**src/rtl/cache_split_tuner.sv**
```systemverilog
module cache_split_tuner #(
  parameter int REGIONS = 16,
  parameter int CNT_W   = 24,
  parameter int MIN_Q   = 1
) (
  input  logic                             clk,
  input  logic                             rst_n,
  input  logic                             run,
  input  logic                             epoch_tick,
  input  logic                             miss0,
  input  logic                             miss1,
  output logic [$clog2(REGIONS+1)-1:0]     quota0,
  output logic [$clog2(REGIONS+1)-1:0]     quota1,
  output logic [REGIONS-1:0]               region_mask,
  output logic                             done
);
  localparam int QW   = $clog2(REGIONS+1);
  localparam int SW   = CNT_W + 1;
  localparam int MAXQ = REGIONS - MIN_Q;
  localparam logic [1:0] PH_IDLE = 2'd0, PH_CUR = 2'd1, PH_LO = 2'd2, PH_HI = 2'd3;

  logic [1:0]       phase;
  logic [QW-1:0]    cur_p0, app_p0, best_p0;
  logic [CNT_W-1:0] cnt0, cnt1;
  logic [SW-1:0]    epoch_sum, sum_cur, sum_lo, cmp_l, keep_v;
  logic             lo_ok, cmp_lv, cmp_hv, lo_legal, hi_legal;

  assign epoch_sum = SW'(cnt0) + SW'(cnt1);
  assign lo_legal  = cur_p0 > QW'(MIN_Q);
  assign hi_legal  = cur_p0 < QW'(MAXQ);

  always_ff @(posedge clk) begin
    if (!rst_n) begin
      cnt0 <= '0;
      cnt1 <= '0;
    end else begin
      if (epoch_tick)              cnt0 <= CNT_W'(miss0);
      else if (miss0 && ~&cnt0)    cnt0 <= cnt0 + CNT_W'(1);
      if (epoch_tick)              cnt1 <= CNT_W'(miss1);
      else if (miss1 && ~&cnt1)    cnt1 <= cnt1 + CNT_W'(1);
    end
  end

  always_comb begin
    cmp_l   = (phase == PH_HI) ? sum_lo : epoch_sum;
    cmp_lv  = (phase == PH_HI) ? lo_ok  : 1'b1;
    cmp_hv  = (phase == PH_HI);
    keep_v  = sum_cur;
    best_p0 = cur_p0;
    if (cmp_lv && cmp_l < keep_v) begin
      keep_v  = cmp_l;
      best_p0 = cur_p0 - QW'(1);
    end
    if (cmp_hv && epoch_sum < keep_v)
      best_p0 = cur_p0 + QW'(1);
  end

  always_ff @(posedge clk) begin
    if (!rst_n) begin
      phase   <= PH_IDLE;
      cur_p0  <= QW'(REGIONS / 2);
      app_p0  <= QW'(REGIONS / 2);
      sum_cur <= '0;
      sum_lo  <= '0;
      lo_ok   <= 1'b0;
      done    <= 1'b0;
    end else if (epoch_tick) begin
      case (phase)
        PH_IDLE: if (run) begin
          phase  <= PH_CUR;
          app_p0 <= cur_p0;
          done   <= 1'b0;
        end
        PH_CUR: begin
          sum_cur <= epoch_sum;
          if (!run) begin
            phase  <= PH_IDLE;
            app_p0 <= cur_p0;
            done   <= 1'b1;
          end else if (lo_legal) begin
            phase  <= PH_LO;
            app_p0 <= cur_p0 - QW'(1);
            lo_ok  <= 1'b1;
          end else begin
            phase  <= PH_HI;
            app_p0 <= cur_p0 + QW'(1);
            lo_ok  <= 1'b0;
          end
        end
        PH_LO: begin
          sum_lo <= epoch_sum;
          if (hi_legal) begin
            if (!run) begin
              phase  <= PH_IDLE;
              app_p0 <= cur_p0;
              done   <= 1'b1;
            end else begin
              phase  <= PH_HI;
              app_p0 <= cur_p0 + QW'(1);
            end
          end else begin
            cur_p0 <= best_p0;
            app_p0 <= best_p0;
            phase  <= run ? PH_CUR : PH_IDLE;
            done   <= !run;
          end
        end
        default: begin
          cur_p0 <= best_p0;
          app_p0 <= best_p0;
          phase  <= run ? PH_CUR : PH_IDLE;
          done   <= !run;
        end
      endcase
    end
  end

  assign quota0 = app_p0;
  assign quota1 = QW'(REGIONS) - app_p0;

  for (genvar i = 0; i < REGIONS; i++) begin : g_mask
    assign region_mask[i] = QW'(i) < app_p0;
  end
endmodule

```
**config.mk**
```make
export PLATFORM = sky130hd
export DESIGN_NAME = cache_split_tuner
export DESIGN_NICKNAME = d
export VERILOG_FILES = /design/src/rtl/cache_split_tuner.sv
export SDC_FILE = /design/constraint.sdc
export NUM_CORES = 1
export LEC_CHECK = 0
export BUFFER_PORTS_ARGS = -buffer_cell sky130_fd_sc_hd__buf_4
export CORE_MARGIN = 3
export CORE_UTILIZATION = 40
export CTS_BUF_LIST = sky130_fd_sc_hd__clkbuf_2
export CTS_CLUSTER_SIZE = 20
export DETAILED_ROUTE_END_ITERATION = 16
export SETUP_SLACK_MARGIN = 0.5
export SLEW_MARGIN = 10
export SYNTH_ARGS = -nofsm -noshare
export SYNTH_HDL_FRONTEND = slang
export SYNTH_SLANG_ARGS = --single-unit
```
**constraint.sdc**
```tcl
create_clock -name clk -period 18.51 [get_ports clk]
set_clock_uncertainty 0.2 [all_clocks]
set_input_delay 1.851 -clock clk [delete_from_list [all_inputs] [get_ports clk]]
set_output_delay 1.851 -clock clk [all_outputs]
set_load 0.03 [all_outputs]
```
Yosys cells after proc, flatten, opt, wreduce, memory -nomap -nowiden
Index checks and enable logic that the tools add are counted.

cells by class
  muxes and demuxes = 29
  equal/unequal tests = 5
  add/subtract/negate cells = 6
  bitwise operators = 2
  reductions and logical operators = 19
  order comparisons = 20

operators with widths
  cell                     count
  $lt A25 B25 Y1           2
  $mux W25                 2
  $add A24 B1 Y24 const B  2
  $reduce_and A24 Y1       2
  $lt A4 B5 Y1 const A     8
  $mux W5                  8
  $add A24 B24 Y25         1
  $lt A3 B5 Y1 const A     4
  $pmux W5 S3              1
  $mux W1                  11
  $lt A1 B5 Y1 const A     2
  $lt A2 B5 Y1 const A     2
  $pmux W5 S2              1
  $mux W2                  4
  $pmux W2 S3              1
  $reduce_and A2 Y1        3
  $reduce_and A3 Y1        2
  $add A5 B1 Y5 const B    1
  $gt A5 B1 Y1 const B     1
  $lt A5 B4 Y1 const B     1
  $sub A5 B1 Y5 const B    1
  $sub A5 B5 Y5 const A    1
  $eq A2 B2 Y1 const B     2
  $logic_and A1 B1 Y1      4
  other kinds (8)          14

storage, ports and cells
  word-level logic and storage cells = 92
  output and inout bits = 27
  flip-flop bits (word level) = 112
  input port bits = 6

Logic depth before layout (Yosys ltp)
Gate-level depths: netlist of the first run.

  depth in word-level cells = 10
  depth in mapped cells = 32

Worst setup path before layout of the first run
Ideal clock, no wire load.

  path kind = reg-to-reg
  start point = register cnt0[0]
  end point = register cur_p0[2]
  slack = 11,363 ps
  library setup time = 70 ps
  stages on the path, launching flop included = 33
  period minus slack after synthesis = 7,147 ps
  buffers on the path = 2
  data arrival time = 6,877 ps
  path through = dfxtp_1 -> ha_1 -> fa_1 -> a21o_1 -> a21oi_1 -> o21bai_1 -> a41o_1 -> a21bo_2 -> a21o_1 -> a21oi_1 -> xnor2_1 -> mux2_2 -> ha_1 -> a21o_1 -> a221o_1 -> a2111oi_4 -> nand2_2 -> or2_2 -> clkbuf_1 -> nand2_1 -> o21ai_0 -> ha_1 -> a211oi_1 -> nor2_1 -> o211ai_1 -> a21oi_1 -> a2111oi_0 -> o211ai_2 -> and2_1 -> buf_6 -> mux2i_1 -> or3_1 -> a21oi_1

on the way
  longest elaborated chain between the ends = 10
  elaborated cells between the ends (all ways) = 11
  classes of those cells = add/sub: 1; order compare: 2; mux: 6; reduce/logical: 2

ends and longest elaborated chain
  what                     line  source
  from (decl)              24    logic [CNT_W-1:0] cnt0, cnt1;
  from (signal assigned)   37    if (epoch_tick) cnt0 <= CNT_W'(miss0);
  from (signal assigned)   38    else if (miss0 && ~&cnt0) cnt0 <= cnt0 + CNT_W'(1);
  $add A24 B24 Y25 *       28    assign epoch_sum = SW'(cnt0) + SW'(cnt1);
  named net epoch_sum[14]  25    logic [SW-1:0] epoch_sum, sum_cur, sum_lo, cmp_l, keep_v;
  $mux W25                 45    cmp_l = (phase == PH_HI) ? sum_lo : epoch_sum;
  $lt A25 B25 Y1           50    if (cmp_lv && cmp_l < keep_v) begin
  $logic_and A1 B1 Y1      50
  $mux W25                 50
  $lt A25 B25 Y1           54    if (cmp_hv && epoch_sum < keep_v)
  $logic_and A1 B1 Y1      54
  $mux W5 *                54
  $mux W5                  92    if (hi_legal) begin
  $pmux W5 S2 *            68    case (phase)
  to (signal assigned)     61    cur_p0 <= QW'(REGIONS / 2);
  to (signal assigned)     102   cur_p0 <= best_p0;
  to (signal assigned)     109   cur_p0 <= best_p0;
  to (decl)                23    logic [QW-1:0] cur_p0, app_p0, best_p0;

The timed path passes the listed nets; every way through them passes the cells marked *. The select of a mux whose other input is x is not followed.
A chain may end at the register's enable or synchronous reset.

Final worst setup path of the first run
Same ends and word-level chain as after synthesis.

==> results.toml, run 1 <==
[final_layout]
layout-drive-gt1-share_pct = 6.575
final_standard_cell_utilization_of_the_core_pct = 43.37
fin_nets = 1175
n_fill_cell = 2084
num_antenna_cells = 0
flow.area_growth_from_synthesis_pct = 5.414

[drt]
detailroute.via_count = 7259
drc = 0
drt_first_pass_iters = 5
vias_per_cell = 5.338
wl_um = 20190
wl_per_cell_um = 14.84
final_antenna_net_count = 0
drtIter0Drc = 318

[cts]
number_of_cts_inserted_buffers = 9
cts_hold_repair.buffers = 0
clk_latency_ns = 0.66
clock_tree.buffer_depth = 2
post_cts.resized_instances = 0
ctsHtreeMaxLevel = 3
clock-sinks = 112
worst_setup_hold_path_clk_slew_ns = 0.34
cts_setup_buffers = 0
tritoncts = "yes"
clock_tree_root = "sky130_fd_sc_hd__clkbuf_2"

[global_routing]
maximum_number_of_pins_on_one_net_before_global_route_repair = 52
via_count_of_the_first_global_routing_pass = 6863
global_route.usage.total_pct = 18.63
antenna_violations_before_repair = 0
global_route_wire_length_before_repair_um = 33910
grt-ovfl-total = 0

[synthesis]
ys_ff_latch = 112
syn_area_sq_um = 8112
yosys_warns = 0
synth.avg_cell_area_sq_um = 7.381
syn-instance-count = 1099
ys_seq_area_share_pct = 27.64
yosys.cell_types.count = 77
async_flop_share_pct = 0
synth-edff-count = 0
mappedNetlistNets = 1184
ys.flop_type = "sky130_fd_sc_hd__dfxtp_1"

[floorplan]
floorplan.rows = 51
dieWidth_um = 148.4
core-area_sq_um = 19720
fp.dieArea_sq_um = 22020
ios = 33
dieHeight_um = 148.4
initial_utilization_pct = 41.14

[placement]
buffer_ports.inserted = 32
finalWeightedCongestion = 0.8754
dp_hpwl_um = 14670

[min_path]
hp-class = "flip-flop to flip-flop"

[pwr]
power_density_nw_per_um2 = 48.55
ir_drop_mv = 0.04390
post-layout-total-power_w = 0.0004151
power_leakage_nw = 3.351

[run_status]
status = "completed"

[timing]
period_needed_ns = 8.154
report.final.hold_viol_count = 0
timing.final.max_slew_violations = 0
slew_headroom_pct = 32.99
rsz0062_at_grt = "no"
timing.setup.tns_ns = 0
achievable-frequency_ghz = 0.1226
min_period_over_period_pct = 44.05
transition_time_of_the_tightest_slew_check_pin_ns = 1.003
final-setup-viol-count = 0

[setup_path]
cpPeakStageDelay_ns = 0.77
crit_path_start_kind = "flip-flop"
critical_path.most_common_cell = "sky130_fd_sc_hd__a21oi_1"
cp_data_required_time_ns = 18.92
critical-path-slowest-cell = "sky130_fd_sc_hd__nor2_4"
timing.critical_path.to_type = "flip-flop"
crit_arrival_ns = 8.56
critical_path_peak_fanout = 46
timing_worst_setup_path_type = "flip-flop to flip-flop"

[flow_run]
cap_viol_max_count = 0
[critical path, delay by kind of cell (launching register included)]
family | cells | cell delay, ns
fa+ha+maj | 4 | 1.20
mux | 2 | 0.51
xor+xnor | 1 | 0.16
simple gates | 6 | 1.81
compound gates | 16 | 3.80
flops | 1 | 0.43
[cells in the final DEF, fill, tap and decap left out, types with 13 or more instances in the layout]
| cell type | instances |
|---|---|
| sky130_fd_sc_hd__xor2_1 | 26 |
| sky130_fd_sc_hd__or3_1 | 17 |
| sky130_fd_sc_hd__inv_1 | 57 |
| sky130_fd_sc_hd__o21ai_0 | 58 |
| sky130_fd_sc_hd__nand3_1 | 42 |
| sky130_fd_sc_hd__a21oi_1 | 122 |
| sky130_fd_sc_hd__nor2_1 | 109 |
| sky130_fd_sc_hd__xnor2_1 | 39 |
| sky130_fd_sc_hd__nand2_1 | 183 |
| sky130_fd_sc_hd__buf_4 | 36 |
| sky130_fd_sc_hd__and3_1 | 13 |
| sky130_fd_sc_hd__dfxtp_1 | 112 |
| sky130_fd_sc_hd__ha_1 | 78 |
[cells by family after synthesis]
family,after synthesis,synth area share [%]
simple gates,439,24.59
flops,112,27.64
mux,9,1.157
fa+ha+maj,79,12.28
buf+inv,114,6.077
xor+xnor,65,7.018
compound gates,281,21.24
[layout make-up]
class                      instances  area (sq um)  area share, %
clock buffer                       9         45.04         0.5268
clock inverter                     7         65.06         0.7609
inverter                          58         217.7          2.546
multi-input combinational        873          5379          62.91
sequential                       112          2242          26.22
tap                              265         331.6          3.878
timing repair buffer              36         270.3          3.161
[worst paths after layout]
| path | start | end | slack, ns | cells after the start |
|---|---|---|---|---|
| setup / recovery | cnt0[0] | cur_p0[2] | 10.36 | 29 |
| hold / removal | sum_lo[12] | sum_lo[12] | 0.27 | 2 |
| setup reg to reg | cnt0[0] | cur_p0[2] | 10.36 | 29 |
| hold reg to reg | sum_lo[12] | sum_lo[12] | 0.27 | 2 |
[cell usage after synthesis (17+ instances only)]
cell type,number,area (sq um)
sky130_fd_sc_hd__a21oi_1,122,610.6
sky130_fd_sc_hd__o21ai_0,58,290.3
sky130_fd_sc_hd__nand2_1,183,686.9
sky130_fd_sc_hd__clkbuf_1,44,165.2
sky130_fd_sc_hd__nor2_1,109,409.1
sky130_fd_sc_hd__xor2_1,26,227.7
sky130_fd_sc_hd__inv_1,57,214.0
sky130_fd_sc_hd__nand3_1,42,210.2
sky130_fd_sc_hd__xnor2_1,39,341.6
sky130_fd_sc_hd__dfxtp_1,112,2242
sky130_fd_sc_hd__ha_1,78,975.9
sky130_fd_sc_hd__or3_1,17,106.4
[stage by stage]
| step | area [sq um] | hold WS, ns | cells | setup WS, ns |
|---|---|---|---|---|
| after global routing | 8551 | 0.2874 | 1360 | 9.627 |
| after floorplan | 8112 | 0.2321 | 1099 | 11.36 |
| after detailed placement | 8441 | 0.2459 | 1344 | 10.49 |
| after CTS | 8551 | 0.2727 | 1360 | 10.37 |
| final | 8551 | 0.2710 | 1360 | 10.36 |
| after global placement | 8441 | 0.2378 | 1344 | 10.60 |
[power by group]
group | internal, W | total, W | leakage [nW] | switching (W)
clock network | 0.0000210 | 0.000114 | 0.0652 | 0.0000933
logic | 0.0000169 | 0.0000536 | 2.38 | 0.0000367
registers | 0.000244 | 0.000247 | 0.903 | 0.00000294
[flip-flops by register name, indices dropped and copies added (netlist names)]
signal / flops
cnt1: 24
quota0: 5
cnt0: 24
done: 1
sum_lo: 25
lo_ok: 1
sum_cur: 25
phase: 2
cur_p0: 5
[metal layers]
| metal | track usage, % | vias to the layer above | wire [um] |
|---|---|---|---|
| met5 | 0 | - | 0 |
| met4 | 4.619 | 0 | 323 |
| met3 | 2.590 | 24 | 738 |
| met2 | 31.19 | 126 | 9143 |
| met1 | 25.44 | 3307 | 9979 |
| li1 | - | 3802 | - |
Power figures use the tool's default switching activity.
==> run 2: changes to the inputs <==
==> constraint.sdc (replaced) <==
create_clock -name clk -period 8.5 [get_ports clk]
set_clock_uncertainty 0.2 [all_clocks]
set_input_delay 0.85 -clock clk [delete_from_list [all_inputs] [get_ports clk]]
set_output_delay 0.85 -clock clk [all_outputs]
set_load 0.03 [all_outputs]
==> run 2 against run 1 <==
Effect of this change:
- global-route usage rose by 0.52 points
- sequential power rose by 120%
- non-clock buffer count rose by 3
- worst setup slack got worse by 9.4 ns
- die area did not move
- wire length rose by 2.5%
- sequential share of layout area fell by 0.25 points
- maximum frequency rose by 7.6%
- critical endpoint unchanged
==> results.toml, run 2 (synthesized netlist as in run 1, its figures left out) <==
[setup_path]
worst_setup_path_endpoint = "cur_p0[2]"
cp_data_required_time_ns = 8.89
timing_worst_setup_path_type = "flip-flop to flip-flop"
critical-path-slowest-cell = "sky130_fd_sc_hd__a2111oi_4"
rr_startpoint = "cnt0[0]"
timing.reg2reg.setup_slack_ns = 0.92
crit_path_start_kind = "flip-flop"
cpPeakStageDelay_ns = 0.44
crit_arrival_ns = 7.97
critical_path_peak_fanout = 7
timing.critical_path.to_type = "flip-flop"
critical_path.most_common_cell = "sky130_fd_sc_hd__a21oi_1"
timing.critical_path.from = "cnt0[0]"
worstRegToRegCells = 30
r2r_end = "cur_p0[2]"

[global_routing]
global_route_wire_length_before_repair_um = 34820
grt-ovfl-total = 0
via_count_of_the_first_global_routing_pass = 6884
global_route.usage.total_pct = 19.15
maximum_number_of_pins_on_one_net_before_global_route_repair = 52
antenna_violations_before_repair = 0

[drt]
drc = 0
wl_per_cell_um = 15.15
final_antenna_net_count = 0
drt_first_pass_iters = 5
detailroute.via_count = 7417
vias_per_cell = 5.430
wl_um = 20700
drtIter0Drc = 348

[pwr]
power_density_nw_per_um2 = 105.0
seqPwrFrac_pct = 59.3
switchingPower_w = 0.0002911
power.share.switching_pct = 32.09
power_leakage_nw = 3.372
power.clock.fraction_pct = 26.5
internal-power_w = 0.0006160
ir_drop_mv = 0.07105
comb_power_share_pct = 14.2

[placement]
buffer_ports.inserted = 32
finalWeightedCongestion = 0.8770
pre_cts_slack_ns = 0.4151
dp_hpwl_um = 14750

[final_layout]
flow.area_growth_from_synthesis_pct = 6.494
layout-drive-gt1-share_pct = 7.811
final_standard_cell_utilization_of_the_core_pct = 43.81
num_antenna_cells = 0
largestRegisters = "sum_cur: 25 flops, sum_lo: 25 flops"
final_common_cell = "sky130_fd_sc_hd__nand2_1"
fin_nets = 1182
layout.cells.most_common_list = "182 x sky130_fd_sc_hd__nand2_1, 122 x sky130_fd_sc_hd__a21oi_1, 111 x sky130_fd_sc_hd__dfxtp_1, 109 x sky130_fd_sc_hd__nor2_1, 78 x sky130_fd_sc_hd__ha_1"

[timing]
worst_hold_slack_ns = 0.2460
period_needed_ns = 7.580
min_period_over_period_pct = 89.18
timing.setup.tns_ns = 0
rsz0062_at_grt = "no"
slew_headroom_pct = 33.30
achievable-frequency_ghz = 0.1319
transition_time_of_the_tightest_slew_check_pin_ns = 0.9980
final-setup-viol-count = 0
report.final.hold_viol_count = 0
timing.final.max_slew_violations = 0
post-route-worst-setup-slack_ns = 0.9199

[cts]
clock-sinks = 112
clock_tree.buffer_depth = 2
number_of_cts_inserted_buffers = 9
clock_tree_root = "sky130_fd_sc_hd__clkbuf_2"
worst_setup_hold_path_clk_slew_ns = 0.32
cts_hold_repair.buffers = 0
ctsHtreeMaxLevel = 3
clk_latency_ns = 0.66
tritoncts = "yes"

[run_status]
status = "completed"

[floorplan]
initial_utilization_pct = 41.14
floorplan.rows = 51
fp.dieArea_sq_um = 22020
dieWidth_um = 148.4
ios = 33
dieHeight_um = 148.4
core-area_sq_um = 19720

[flow_run]
cap_viol_max_count = 0

[min_path]
hp-class = "input port to flip-flop"
[run 2: changes by cell type in the layout (fill, tap and decap cells not counted), sizes merged]
cell  change
nor2      +4
buf       +3
inv       -1
[run 2: worst min path at each step]
stage / startpoint / to / slack (ns) / depth (start not counted)
6_report: miss1 / cnt1[0] / 0.25 / 3
5_1_grt: miss1 / cnt1[0] / 0.20 / 3
4_1_cts: miss1 / cnt1[0] / 0.17 / 3
3_5_place_dp: sum_lo[0] / sum_lo[0] / 0.24 / 2
3_3_place_gp: sum_lo[0] / sum_lo[0] / 0.24 / 2
2_1_floorplan: sum_lo[0] / sum_lo[0] / 0.23 / 2
[run 2: what timing repair did]
action | in CTS | in global routing
gates resized for setup | 0 | 13
setup endpoints to repair | 7 | 10
cloned | 1 | 3
setup buffers | 0 | 1
pin swaps | 1 | 3
[run 2: through the flow]
step	std cells	power (W)	area, sq um
floorplan	1099	0.0006320	8112
global placement	1346	0.0006624	8456
detailed placement	1346	0.0006627	8456
CTS	1362	0.0009132	8562
global route	1366	0.0009512	8638
finish	1366	0.0009071	8638
[run 2: layer usage]
metal / GRT usage [%] / wire length, um
met5: 0 / 0
met4: 4.896 / 298
met3: 2.590 / 711
met2: 31.99 / 9616
met1: 26.20 / 10070
[run 2: cell type report]
type | instances | area (sq um)
Timing Repair Buffer | 39 | 292.8
Tap cell | 265 | 331.6
Clock buffer | 9 | 45.04
Multi-Input combinational cell | 877 | 5453
Fill cell | 2060 | 11080
Clock inverter | 6 | 55.05
Inverter | 58 | 217.7
Sequential cell | 112 | 2243
[run 2: worst max-delay path: cells and delay by family (launching register included)]
| family | cells | cell delay, ns |
|---|---|---|
| AND/OR/NAND/NOR | 6 | 1.24 |
| adder cells (fa/ha/maj) | 4 | 1.20 |
| flip-flops | 1 | 0.43 |
| AO/OA/AOI/OAI | 17 | 3.72 |
| multiplexers | 2 | 0.54 |
| XOR/XNOR | 1 | 0.17 |
[run 2: power groups by stage]
stage               sequential (W)  combinational [W]  clock (W)
finish                    0.000538           0.000129   0.000240
global route              0.000540           0.000141   0.000270
CTS                       0.000538           0.000119   0.000256
detailed placement        0.000546           0.000116          0
global placement          0.000546           0.000116          0
floorplan                 0.000544          0.0000875          0
